`src/rtl/tsc_pkg.sv`:
```
// Package: shared opcode values and sequencer state type.
// Assumes a 4-bit opcode in the top nibble of each instruction.
package tsc_pkg;
    localparam logic [3:0] OP_SHL   = 4'h0;
    localparam logic [3:0] OP_SHR   = 4'h1;
    localparam logic [3:0] OP_ADD   = 4'h3;
    localparam logic [3:0] OP_SUB   = 4'h5;
    localparam logic [3:0] OP_SEL   = 4'h6;
    localparam logic [3:0] OP_CONST = 4'h7;
    localparam logic [3:0] OP_HALT  = 4'h8;

    typedef enum logic [1:0] {
        ST_IDLE  = 2'd0,
        ST_WAIT  = 2'd1,
        ST_EXEC  = 2'd2,
        ST_CONST = 2'd3
    } seq_state_e;
endpackage

```
`src/rtl/tsc_alu.sv`:
```
// Module: combinational datapath for one register-to-register instruction.
// Assumes: operands already read; flag is the sign of the last subtraction.
// Outputs the result and whether the opcode writes a destination at all.
module tsc_alu
    import tsc_pkg::*;
#(
    parameter int W = 16
) (
    input  logic [3:0]   op,
    input  logic [W-1:0] src_a,
    input  logic [W-1:0] src_b,
    input  logic         neg_flag,
    output logic [W-1:0] result,
    output logic         writes
);
    // Purpose: pick the operation selected by the opcode.
    always_comb begin
        result = '0;
        writes = 1'b1;
        case (op)
            OP_SHL:  result = {src_a[W-2:0], 1'b0};
            OP_SHR:  result = {src_a[W-1], src_a[W-1:1]};
            OP_ADD:  result = src_a + src_b;
            OP_SUB:  result = src_a - src_b;
            OP_SEL:  result = neg_flag ? src_a : src_b;
            default: writes = 1'b0;
        endcase
    end
endmodule

```
`src/rtl/tsc_regfile.sv`:
```
// Module: register bank with one write port and two read ports.
// Assumes: index 0 is not stored and always reads zero; reset clears all.
module tsc_regfile #(
    parameter int W     = 16,
    parameter int NREGS = 16,
    localparam int SW   = $clog2(NREGS)
) (
    input  logic              clk,
    input  logic              rst_n,
    input  logic              we,
    input  logic [SW-1:0]     waddr,
    input  logic [W-1:0]      wdata,
    input  logic [SW-1:0]     raddr_a,
    input  logic [SW-1:0]     raddr_b,
    output logic [W-1:0]      rdata_a,
    output logic [W-1:0]      rdata_b,
    output logic [NREGS*W-1:0] view
);
    logic [W-1:0] bank [1:NREGS-1];

    // Purpose: clear on reset, else store a write aimed at a nonzero index.
    always_ff @(posedge clk) begin
        if (!rst_n) begin
            for (int i = 1; i < NREGS; i++) bank[i] <= '0;
        end else if (we && waddr != '0) begin
            bank[waddr] <= wdata;
        end
    end

    // Purpose: expose every register, index 0 as constant zero.
    for (genvar g = 0; g < NREGS; g++) begin : g_view
        if (g == 0) begin : g_zero
            assign view[W-1:0] = '0;
        end else begin : g_reg
            assign view[g*W +: W] = bank[g];
        end
    end

    assign rdata_a = view[raddr_a*W +: W];
    assign rdata_b = view[raddr_b*W +: W];
endmodule

```
`src/rtl/tsc_sequencer.sv`:
```
// Module: fetch/execute control with program counter and done flag.
// Assumes: instruction word arrives one clock after the counter is shown,
// and a constant word one clock after its address is shown.
module tsc_sequencer
    import tsc_pkg::*;
#(
    parameter int IAW = 8
) (
    input  logic           clk,
    input  logic           rst_n,
    input  logic           start,
    input  logic [3:0]     op,
    output logic [IAW-1:0] pc,
    output logic           done,
    output logic           idle,
    output logic           exec_fire,
    output logic           const_fire
);
    seq_state_e state;

    // Purpose: advance the state machine and the program counter.
    always_ff @(posedge clk) begin
        if (!rst_n) begin
            state <= ST_IDLE;
            pc    <= '0;
            done  <= 1'b0;
        end else begin
            case (state)
                ST_IDLE: if (start) begin
                    state <= ST_WAIT;
                    pc    <= '0;
                    done  <= 1'b0;
                end
                ST_WAIT: state <= ST_EXEC;
                ST_EXEC: begin
                    if (op == OP_HALT) begin
                        state <= ST_IDLE;
                        done  <= 1'b1;
                    end else if (op == OP_CONST) begin
                        state <= ST_CONST;
                    end else begin
                        state <= ST_WAIT;
                        pc    <= pc + 1'b1;
                    end
                end
                default: begin
                    state <= ST_WAIT;
                    pc    <= pc + 1'b1;
                end
            endcase
        end
    end

    assign idle       = (state == ST_IDLE);
    assign exec_fire  = (state == ST_EXEC);
    assign const_fire = (state == ST_CONST);
endmodule

```
`src/rtl/tiny_seq_core.sv`:
```
// Module: top of the branchless processor; joins sequencer, ALU and bank.
// Assumes: external synchronous memories with one clock of read latency;
// host writes registers only while idle.
module tiny_seq_core
    import tsc_pkg::*;
#(
    parameter int W     = 16,
    parameter int NREGS = 16,
    parameter int IAW   = 8,
    parameter int CAW   = 8,
    localparam int SW   = $clog2(NREGS)
) (
    input  logic               clk,
    input  logic               rst_n,
    input  logic               start,
    input  logic               host_we,
    input  logic [SW-1:0]      host_sel,
    input  logic [W-1:0]       host_data,
    input  logic [W-1:0]       instr_word,
    input  logic [W-1:0]       coef_word,
    output logic               done,
    output logic [IAW-1:0]     fetch_addr,
    output logic [CAW-1:0]     coef_addr,
    output logic [NREGS*W-1:0] reg_view
);
    logic [3:0]    op;
    logic [SW-1:0] f_a, f_b, f_d, dest_q;
    logic [W-1:0]  rd_a, rd_b, alu_res, wdata;
    logic          alu_wr, idle, exec_fire, const_fire, neg_flag, we;
    logic [SW-1:0] waddr;

    assign op        = instr_word[15:12];
    assign f_a       = instr_word[11:8];
    assign f_b       = instr_word[7:4];
    assign f_d       = instr_word[3:0];
    assign coef_addr = instr_word[11:4];

    tsc_sequencer #(.IAW(IAW)) u_seq (
        .clk(clk), .rst_n(rst_n), .start(start), .op(op),
        .pc(fetch_addr), .done(done), .idle(idle),
        .exec_fire(exec_fire), .const_fire(const_fire)
    );

    tsc_alu #(.W(W)) u_alu (
        .op(op), .src_a(rd_a), .src_b(rd_b), .neg_flag(neg_flag),
        .result(alu_res), .writes(alu_wr)
    );

    // Purpose: hold the destination of a constant load across its wait cycle.
    always_ff @(posedge clk) begin
        if (!rst_n)                        dest_q <= '0;
        else if (exec_fire && op == OP_CONST) dest_q <= f_d;
    end

    // Purpose: record the sign of each executed subtraction.
    always_ff @(posedge clk) begin
        if (!rst_n)                         neg_flag <= 1'b0;
        else if (exec_fire && op == OP_SUB) neg_flag <= alu_res[W-1];
    end

    // Purpose: choose the one register write source for this cycle.
    always_comb begin
        we    = 1'b0;
        waddr = f_d;
        wdata = alu_res;
        if (const_fire) begin
            we    = 1'b1;
            waddr = dest_q;
            wdata = coef_word;
        end else if (exec_fire) begin
            we    = alu_wr;
        end else if (idle && host_we) begin
            we    = 1'b1;
            waddr = host_sel;
            wdata = host_data;
        end
    end

    tsc_regfile #(.W(W), .NREGS(NREGS)) u_rf (
        .clk(clk), .rst_n(rst_n), .we(we), .waddr(waddr), .wdata(wdata),
        .raddr_a(f_a), .raddr_b(f_b), .rdata_a(rd_a), .rdata_b(rd_b),
        .view(reg_view)
    );
endmodule

```
`config.mk`:
```
export PLATFORM = sky130hd
export DESIGN_NAME = tiny_seq_core
export DESIGN_NICKNAME = d
export VERILOG_FILES = /design/src/rtl/tsc_pkg.sv /design/src/rtl/tsc_alu.sv /design/src/rtl/tsc_regfile.sv /design/src/rtl/tsc_sequencer.sv /design/src/rtl/tiny_seq_core.sv
export SDC_FILE = /design/constraint.sdc
export NUM_CORES = 1
export LEC_CHECK = 0
export BUFFER_PORTS_ARGS = -buffer_cell sky130_fd_sc_hd__clkbuf_2
export CAP_MARGIN = 20
export CELL_PAD_IN_SITES_DETAIL_PLACEMENT = 1
export CELL_PAD_IN_SITES_GLOBAL_PLACEMENT = 1
export CORE_MARGIN = 5
export CORE_UTILIZATION = 35
export CTS_CLUSTER_SIZE = 30
export DETAILED_ROUTE_END_ITERATION = 6
export PLACE_DENSITY_LB_ADDON = 0.15
export SLEW_MARGIN = 20
export SYNTH_ARGS = -nofsm -noshare
export SYNTH_HDL_FRONTEND = slang
export SYNTH_HIERARCHICAL = 1
export SYNTH_SLANG_ARGS = --single-unit
```
`constraint.sdc`:
```
create_clock -name clk -period 6.3 [get_ports clk]
set_clock_uncertainty 0.2 [all_clocks]
set_input_delay 1.575 -clock clk [delete_from_list [all_inputs] [get_ports clk]]
set_output_delay 1.575 -clock clk [all_outputs]
set_load 0.01 [all_outputs]
```
* Yosys cells after proc, flatten, opt, wreduce, memory -nomap -nowiden
Memory sizes are Yosys's and may differ from the RTL's.
Cells that the tools add are included.
** Storage, ports and cells
- Bits in registers :: 16
- Bits in latches :: 0
- Memory bits (writable) :: 240
- Memory bits (read-only) :: 0
- Input port bits :: 56
- Output and inout port bits :: 273
- Logic and storage cells :: 67
- Memories :: 1
** Memories
- u_rf.bank :: words 15, bits a word 16, read ports 15, clocked after Yosys merged registers in 0, write ports 15, RTL line tsc_regfile.sv:19 : logic [W-1:0] bank [1:NREGS-1];
** Operators by class
- Add/subtract/negate cells :: 3
- Multipliers :: 0
- Divide/modulo/power cells :: 0
- Magnitude comparators :: 0
- Equality and inequality tests :: 13
- Shift operators :: 2
- Mux-type cells :: 30
- Bitwise operators :: 1
- Reduce and logical (&&, ||, !) cells :: 12
** Operators by type and width (number)
- $shiftx 256x9->16 :: 2
- $mux 16 :: 5
- $pmux 16 s5 :: 1
- $mux 8 :: 3
- $pmux 8 s3 :: 1
- $add 16x16->16 :: 1
- $mux 4 :: 4
- $reduce_or 16->1 :: 1
- $sub 16x16->16 :: 1
- $eq 4x3->1 const B :: 3
- $mux 1 :: 11
- $add 8x1->8 const B :: 1
- $mux 2 :: 3
- $ne 2x2->1 const B :: 3
- $pmux 2 s3 :: 1
- $reduce_or 5->1 :: 1
- $eq 2x2->1 const B :: 2
- $eq 4x1->1 const B :: 1
- $eq 4x2->1 const B :: 1
- $eq 4x4->1 const B :: 1
- $logic_and 1x1->1 :: 4
- $logic_not 4->1 :: 1
- $reduce_and 4->1 :: 1
- $reduce_bool 4->1 :: 1
- other kinds (7) :: 7

* Longest topological paths before layout
Gate-level depths: netlist (run 1).
- Word-level depth :: 12
- Mapped depth :: 24
- Depth with buffers taken out :: 20

* Cells and area by module
Netlist (run 1), hierarchy kept.
** By module, submodules not included
- tsc_regfile :: instances 1, cells an instance 879, area each 12923.6 um^2
- tsc_alu :: instances 1, cells an instance 245, area each 1651.6 um^2
- tiny_seq_core :: instances 1, cells an instance 101, area each 737.0 um^2
- tsc_sequencer :: instances 1, cells an instance 85, area each 723.2 um^2

* Least setup slack after synthesis (run 1)
Ideal clock, no wire load.
- Path type :: input to register
- From :: input instr_word[6]
- To :: memory u_rf.bank[12][15] (data pin)
- Library setup time :: 0.132 ns
- Arrival time :: 5.924 ns
- Required time :: 5.968 ns
- Slack :: 0.044 ns
- Cell stages on the path :: 23
- Buffers on the path :: 3
- Cells stage by stage :: buf_4 > clkbuf_1 > mux4_2 > a22oi_1 > o31ai_1 > inv_1 > ha_1 > nor2b_1 > nand2_1 > or4_4 > o31ai_4 > xor2_1 > ha_1 > a21o_1 > a211o_1 > o22ai_1 > a21oi_1 > xnor2_1 > o211ai_1 > mux2i_1 > o21ai_0 > clkbuf_1 > and2_1
** RTL lines
- start: declaration :: RTL line tiny_seq_core.sv:19 : input logic [W-1:0] instr_word,
- end: declaration :: RTL line tsc_regfile.sv:19

==> results of run 1 <==
-- worst register-to-register path, stage by stage, from the launching register on --
cell      delay [ns]
edfxtp_1        0.47
mux4_2          0.49
a22oi_1         0.30
o31ai_1         0.21
nor4_2          0.36
nand2_1         0.14
or4_4           0.46
o31ai_4         0.20
xor2_1          0.17
ha_1            0.26
a21o_1          0.17
a211o_1         0.31
o22ai_1         0.12
a21oi_1         0.09
xnor2_1         0.15
o211ai_1        0.20
mux2i_1         0.14
o21ai_2         0.30
buf_6           0.19
and2_1          0.14
-- cell type report --
cell class | instances | area share
well taps | 600 | 0.03720
multi-input cells | 929 | 0.3885
clock buffers | 36 | 0.03937
repair buffers | 480 | 0.1503
flip-flops and latches | 256 | 0.3730
clock inverters | 19 | 0.008617
inverters | 16 | 0.002976
-- sequential cells by signal (all words and copies together), names as in the netlist --
register and count:
u_rf/bank 240, u_seq/pc 8, dest_q 4, u_seq/state 2
neg_flag 1, u_seq/done 1
-- through the flow --
stage | setup slack [ns] | TNS [ns]
after floorplan | 0.04398 | 0
after global placement | -0.4357 | -26.75
after detailed placement | -0.4990 | -37.95
after CTS | 0.06839 | 0
after global routing | -0.02096 | -0.03346
final | 0.2456 | 0
-- path summary, 6_finish.rpt --
kind / to / slack, ns / cells after the start
min reg2reg: dest_q[3] / 0.27 / 2
max reg2reg: u_rf/bank[13][15] / 1.12 / 19
min: dest_q[3] / 0.27 / 2
max: u_rf/bank[13][15] / 0.25 / 21
-- cell usage after synthesis, drive strengths merged (7+ instances only) --
cell type	instances
dfxtp	16
inv	16
buf	62
nor2b	24
clkbuf	62
xnor2	15
mux4	96
mux2	31
a22oi	21
xor2	11
nor3	33
nor2	62
and3	7
edfxtp	240
a21boi	7
nand2b	14
a221oi	39
o22ai	20
o21ai	57
and2	243
nand2	58
o31ai	20
a21oi	27
ha	21
mux2i	47
-- power breakdown --
part	internal (mW)	switching, mW	leakage (nW)
Combinational	0.528	0.695	5.14
Clock	1.02	0.716	0.468
Sequential	1.93	0.0885	2.61
-- layer usage --
| metal | track usage | up-vias | routed length, um |
|---|---|---|---|
| li1 | - | 5731 | - |
| met1 | 0.3543 | 6856 | 28450 |
| met2 | 0.4175 | 531 | 32000 |
| met3 | 0.03879 | 84 | 4633 |
| met4 | 0.05791 | 0 | 1535 |
| met5 | 0 | - | 0 |
-- what timing repair did --
item | in CTS | in global routing
setup buffers | 0 | 2
endpoints found under the setup margin | 0 | 90
gates resized for setup | 0 | 17
-- kinds of logic (layout without fill, tap and decap cells) --
logic type | count (synthesis) | after routing | share of synthesized area
and+or+nand+nor | 470 | 470 | 0.1693
DFF | 256 | 256 | 0.4694
AOI/OAI and AO/OA | 221 | 221 | 0.09410
muxes | 174 | 174 | 0.1859
buffers and inverters | 140 | 551 | 0.04916
xor gates and xnor gates | 26 | 26 | 0.01420
adders and majority gates | 22 | 22 | 0.01763
other | 1 | 16 | 0.0002339
==> flow_summary_export.csv, run 1 <==
group,metric,value,unit
placement,dpl_cell_area,0.01913,mm^2
synth,dominantRegCellSynth,"edfxtp_1",
final_layout,final_cells,2336,
clock_tree,clk_latency,0.57,ns
final_layout,final_common_cell,"clkbuf_2",
final_layout,fin_util,0.4447,
placement,io_buffers,312,
route,wire_per_inst,28.52,um
route,drc,0,
final_layout,final_nets,1791,
clock_tree,clock_path_buffers,3,
setup_path,worstPathCellList,"buf_8 -> buf_4 -> mux4_2 -> a22oi_1 -> o31ai_1 -> nor4_2 -> nand2_1 -> or4_4 -> o31ai_4 -> xor2_1 -> ha_1 -> a21o_1 -> a211o_1 -> o22ai_1 -> a21oi_1 -> xnor2_1 -> o211ai_1 -> mux2i_1 -> o21ai_2 -> buf_6 -> and2_1",
power_and_ir_drop,peakVddDrop,0.2039,mV
final_layout,layout_common_cells,"clkbuf_2 (309), and2_1 (242), edfxtp_1 (240), buf_4 (151), mux4_2 (96)",
placement,gp_congestion,0.9388,
global_route,grt_max_degree,42,
global_route,antenna_found_initial,3,
sta,relSlewSlack,0.2689,
final_layout,area_growth,25.86,%
floorplan,die_y,224.0,um
setup_path,crit_fanout,11,
route,drt_iter0_drc,1246,
setup_path,max_stage_delay,0.48,ns
synth,ys_ff_latch,256,
floorplan,core,0.04538,mm^2
run,maxCapViolCount,0,
synth,syn_area,0.01604,mm^2
clock_tree,htree_levels,1,
synth,yosys-top-cells-area,"edfxtp_1 (45%), mux4_2 (13%), and2_1 (9.4%)",
synth,ys_types,71,
power_and_ir_drop,pwr_density_cell,246.4,mW/mm^2
placement,placed_cells,2277,
floorplan,rows,78,
sta,fin_crit_sh,0.9610,
sta,worstMarginPinSlew,1.095,ns
global_route,grt_pass1_vias,13400,
sta,report.final.slew_viol_count,0,
sta,setup_violations,0,
synth,synth_edf_count,240,
setup_path,endpoint_kind,"flop",
clock_tree,clockRootBuffer,"clkbuf_16",
floorplan,io_pins,329,
setup_path,path_buf_inv,3,
setup_path,crit_path_start,"instr_word[5]",
setup_path,worst_ep_required_time,6.54,ns
floorplan,die_x,224.0,um
setup_path,cp_top_family,"compound AO/OA/AOI/OAI gates",
synth,async_flop_share,0,
clock_tree,cts_tree,"done",
floorplan,die_area,0.05020,mm^2
synth,synth_area_per_cell,12.24,um^2
synth,ys_seq_area_frac,0.4694,
clock_tree,cts-buffers-inserted,30,
setup_path,reg2reg_from,"u_rf/bank[12][6]",
setup_path,cp-start-kind,"input pin",
power_and_ir_drop,leakagePower,8.218,nW
clock_tree,cts_sinks,256,
sta,min_period,6.054,ns
global_route,grt_pass1_wl,94540,um
global_route,grt_usage,0.2529,
final_layout,nFillCells,4959,
worst_hold_path,hp-class,"flop to flop",
clock_tree,ctsHoldBuffers,0,
status,status,"finished clean",
synth,synth_cells,1310,
final_layout,fin_area,0.02018,mm^2
setup_path,crit_arrival,6.29,ns
final_layout,diodes,0,
final_layout,final-seq-area,0.007527,mm^2
route,via_count,13200,
sta,holdWs,0.2652,ns
final_layout,layout-drive-gt1-share,0.3940,
synth,synth_top_area_frac,0.4494,
sta,fmax,0.1652,GHz
route,final_antenna_net_count,0,
sta,hold_viol_final,0,
synth,synth_top_area_cell,"edfxtp_1",
worst_hold_path,worstHoldStart,"dest_q[3]",
floorplan,start_util,0.3533,
route,routed_wl,66620,um
placement,hpwl,51910,um
clock_tree,cts.clk_slew.worst_paths,0.06,ns
global_route,gr-total-overflow,0,
setup_path,slowest_stage,"mux4_2",
synth,ys_warn_count,6,
power_and_ir_drop,report.power.total,4.973,mW
route,vias_per_cell,5.652,
final_layout,multiInputGateArea,0.007841,mm^2
setup_path,criticalPathCategory,"input pin to flop",
route,drt_pass1_iterations,5,
No activity file was read; power rests on OpenSTA's default activity.
==> run 2, diff against run 1 <==
--- a/config.mk
+++ b/config.mk
@@ -13,7 +13,7 @@
 export CORE_UTILIZATION = 35
 export CTS_CLUSTER_SIZE = 30
 export DETAILED_ROUTE_END_ITERATION = 6
-export PLACE_DENSITY_LB_ADDON = 0.15
+export PLACE_DENSITY = 0.74
 export SLEW_MARGIN = 20
 export SYNTH_ARGS = -nofsm -noshare
 export SYNTH_HDL_FRONTEND = slang
==> run 2 against run 1 <==
Net effect: critical path type unchanged; global-route usage rose by 0.37 points; via count rose by 0.78%; cell area fell by 2.1%; cell count fell by 1.4%; routed wire length rose by 0.60%; non-clock buffer count fell by 32; sequential share of layout area rose by 0.78 points; register-to-register slack got worse by 0.03 ns; hold slack got worse by 0.0016 ns; power fell by 1.8%; combinational power fell by 6%; utilization fell by 0.91 points.
==> flow_summary_export.csv, run 2 (synthesis gave the netlist of run 1 again) <==
group,metric,value,unit
final_layout,final_common_cell,"clkbuf_2",
setup_path,reg2reg_setup_slack,1.09,ns
setup_path,rr_endpoint,"u_rf/bank[7][15]",
floorplan,start_util,0.3533,
clock_tree,clock_path_buffers,3,
global_route,gr-total-overflow,0,
power_and_ir_drop,peakVddDrop,0.1767,mV
worst_hold_path,worstHoldStart,"dest_q[1]",
sta,fmax,0.1645,GHz
setup_path,worst_ep_required_time,6.53,ns
sta,report.final.slew_viol_count,0,
setup_path,cp-start-kind,"input pin",
clock_tree,cts_tree,"done",
setup_path,max_stage_delay,0.52,ns
route,drc,0,
global_route,grt_pass1_wl,96170,um
final_layout,largest_registers,"u_rf/bank: 240 flops, u_seq/pc: 8 flops, dest_q: 4 flops",
final_layout,fin_area,0.01977,mm^2
route,wire_per_inst,29.09,um
floorplan,rows,78,
final_layout,diodes,0,
setup_path,slowest_stage,"mux4_2",
route,drt_iter0_drc,1234,
route,drt_pass1_iterations,5,
final_layout,nFillCells,4928,
run,maxCapViolCount,0,
global_route,grt_usage,0.2566,
placement,gp_congestion,0.9377,
worst_hold_path,hold_end,"dest_q[1]",
clock_tree,cts-buffers-inserted,30,
final_layout,final-seq-area,0.007527,mm^2
floorplan,core,0.04538,mm^2
sta,holdWs,0.2637,ns
global_route,antenna_found_initial,1,
final_layout,area_growth,23.28,%
global_route,grt_pass1_vias,13900,
route,vias_per_cell,5.775,
setup_path,critPathMostFrequentCell,"buf_4",
setup_path,endpoint_kind,"flop",
final_layout,final_nets,1759,
clock_tree,htree_levels,1,
status,status,"finished clean",
setup_path,criticalPathCategory,"input pin to flop",
route,final_antenna_net_count,0,
final_layout,layout_common_cells,"clkbuf_2 (310), and2_1 (242), edfxtp_1 (240), buf_4 (132), mux4_2 (96)",
power_and_ir_drop,pwr_density_cell,247.1,mW/mm^2
sta,min_period,6.080,ns
setup_path,crit_fanout,18,
final_layout,top_register,"u_rf/bank",
sta,setup_violations,0,
sta,relSlewSlack,0.2510,
floorplan,die_area,0.05020,mm^2
floorplan,die_y,224.0,um
clock_tree,cts_sinks,256,
worst_hold_path,hp-class,"flop to flop",
sta,rsz0062_at_grt,"false",
sta,worstMarginPinSlew,1.119,ns
global_route,grt_max_degree,45,
final_layout,multiInputGateArea,0.007814,mm^2
placement,hpwl,51770,um
route,routed_wl,67020,um
final_layout,layout-drive-gt1-share,0.3791,
floorplan,die_x,224.0,um
setup_path,rr_worst_depth,21,
power_and_ir_drop,leakagePower,8.012,nW
clock_tree,cts.clk_slew.worst_paths,0.06,ns
setup_path,crit_arrival,6.31,ns
placement,dpl_cell_area,0.01878,mm^2
floorplan,io_pins,329,
setup_path,reg2reg_from,"u_rf/bank[12][1]",
clock_tree,ctsHoldBuffers,0,
final_layout,largest_reg_flops,240,
placement,io_buffers,312,
setup_path,worstPathCellList,"buf_4 -> buf_12 -> mux4_2 -> a22oi_1 -> o31ai_1 -> nor4_2 -> nand2_1 -> or4_4 -> o31ai_4 -> xor2_1 -> ha_1 -> a21o_1 -> a211o_1 -> o22ai_1 -> a21oi_1 -> xnor2_1 -> o211ai_1 -> mux2i_1 -> o21ai_1 -> buf_4 -> and2_1",
worst_hold_path,hold_depth,2,
clock_tree,clockRootBuffer,"clkbuf_16",
route,via_count,13310,
sta,fin_crit_sh,0.9651,
sta,hold_viol_final,0,
clock_tree,clk_latency,0.57,ns
[run 2: cell count changes in the layout (fill, tap and decap cells not counted), moves of 3 or more]
| cell | change |
|---|---|
| o21ai_2 | -4 |
| buf_12 | -9 |
| o21ai_1 | +5 |
| clkbuf_1 | +4 |
| clkinvlp_4 | -3 |
| buf_4 | -19 |
| buf_6 | -3 |
[run 2: power by group]
group	switching, mW	internal, mW
clock network	0.717	1.00
registers	0.0856	1.93
logic	0.680	0.469
total	1.48	3.40
[run 2: cell type report]
| type | instances | area share |
|---|---|---|
| Timing Repair Buffer | 448 | 0.1347 |
| Inverter | 16 | 0.003038 |
| Tap cell | 600 | 0.03798 |
| Clock buffer | 42 | 0.04234 |
| Multi-Input combinational cell | 929 | 0.3953 |
| Sequential cell | 256 | 0.3808 |
| Clock inverter | 13 | 0.005886 |
[run 2: worst max-delay path by stage]
stage	start	end	cells past startpoint
final	instr_word[5]	u_rf/bank[7][15]	21
after global routing	instr_word[5]	u_rf/bank[12][11]	24
after CTS	instr_word[5]	u_rf/bank[10][15]	21
after detailed placement	instr_word[5]	u_rf/bank[10][15]	21
after global placement	instr_word[5]	u_rf/bank[7][15]	21
after floorplan	instr_word[6]	u_rf/bank[12][15]	23
[run 2: metal layers]
| metal | share of wire | GRT usage | vias up |
|---|---|---|---|
| met5 | 0 | 0 | - |
| met4 | 0.032 | 0.07806 | 0 |
| met3 | 0.088 | 0.05818 | 122 |
| met2 | 0.49 | 0.4328 | 716 |
| met1 | 0.39 | 0.3315 | 6790 |
| li1 | - | - | 5677 |
[run 2: per-stage QoR]
step                worst slack [ns]  TNS, ns  instances  total power, mW    util
floorplan                    0.04398        0       1325            2.664       -
global placement             -0.3693   -24.62       2249            3.151  0.4138
detailed placement           -0.4528   -27.41       2249            3.177  0.4138
CTS                           0.1132        0       2304            4.885  0.4348
global route                 0.01990        0       2304            5.047  0.4356
finish                        0.2199        0       2304            4.884  0.4356
[run 2: critical path: cells and delay by family]
kind                     cells  cell delay [ns]
XOR/XNOR                     2             0.33
buffers and inverters        3             0.64
AND/OR/NAND/NOR              4             1.04
multiplexers                 2             0.63
AO/OA/AOI/OAI                9             1.82
adder cells (fa/ha/maj)      1             0.26
[run 2: repair_timing]
| item | in CTS | in global routing |
|---|---|---|
| gates resized for setup | 0 | 5 |
| setup endpoints to repair | 0 | 75 |
| setup buffers | 0 | 0 |
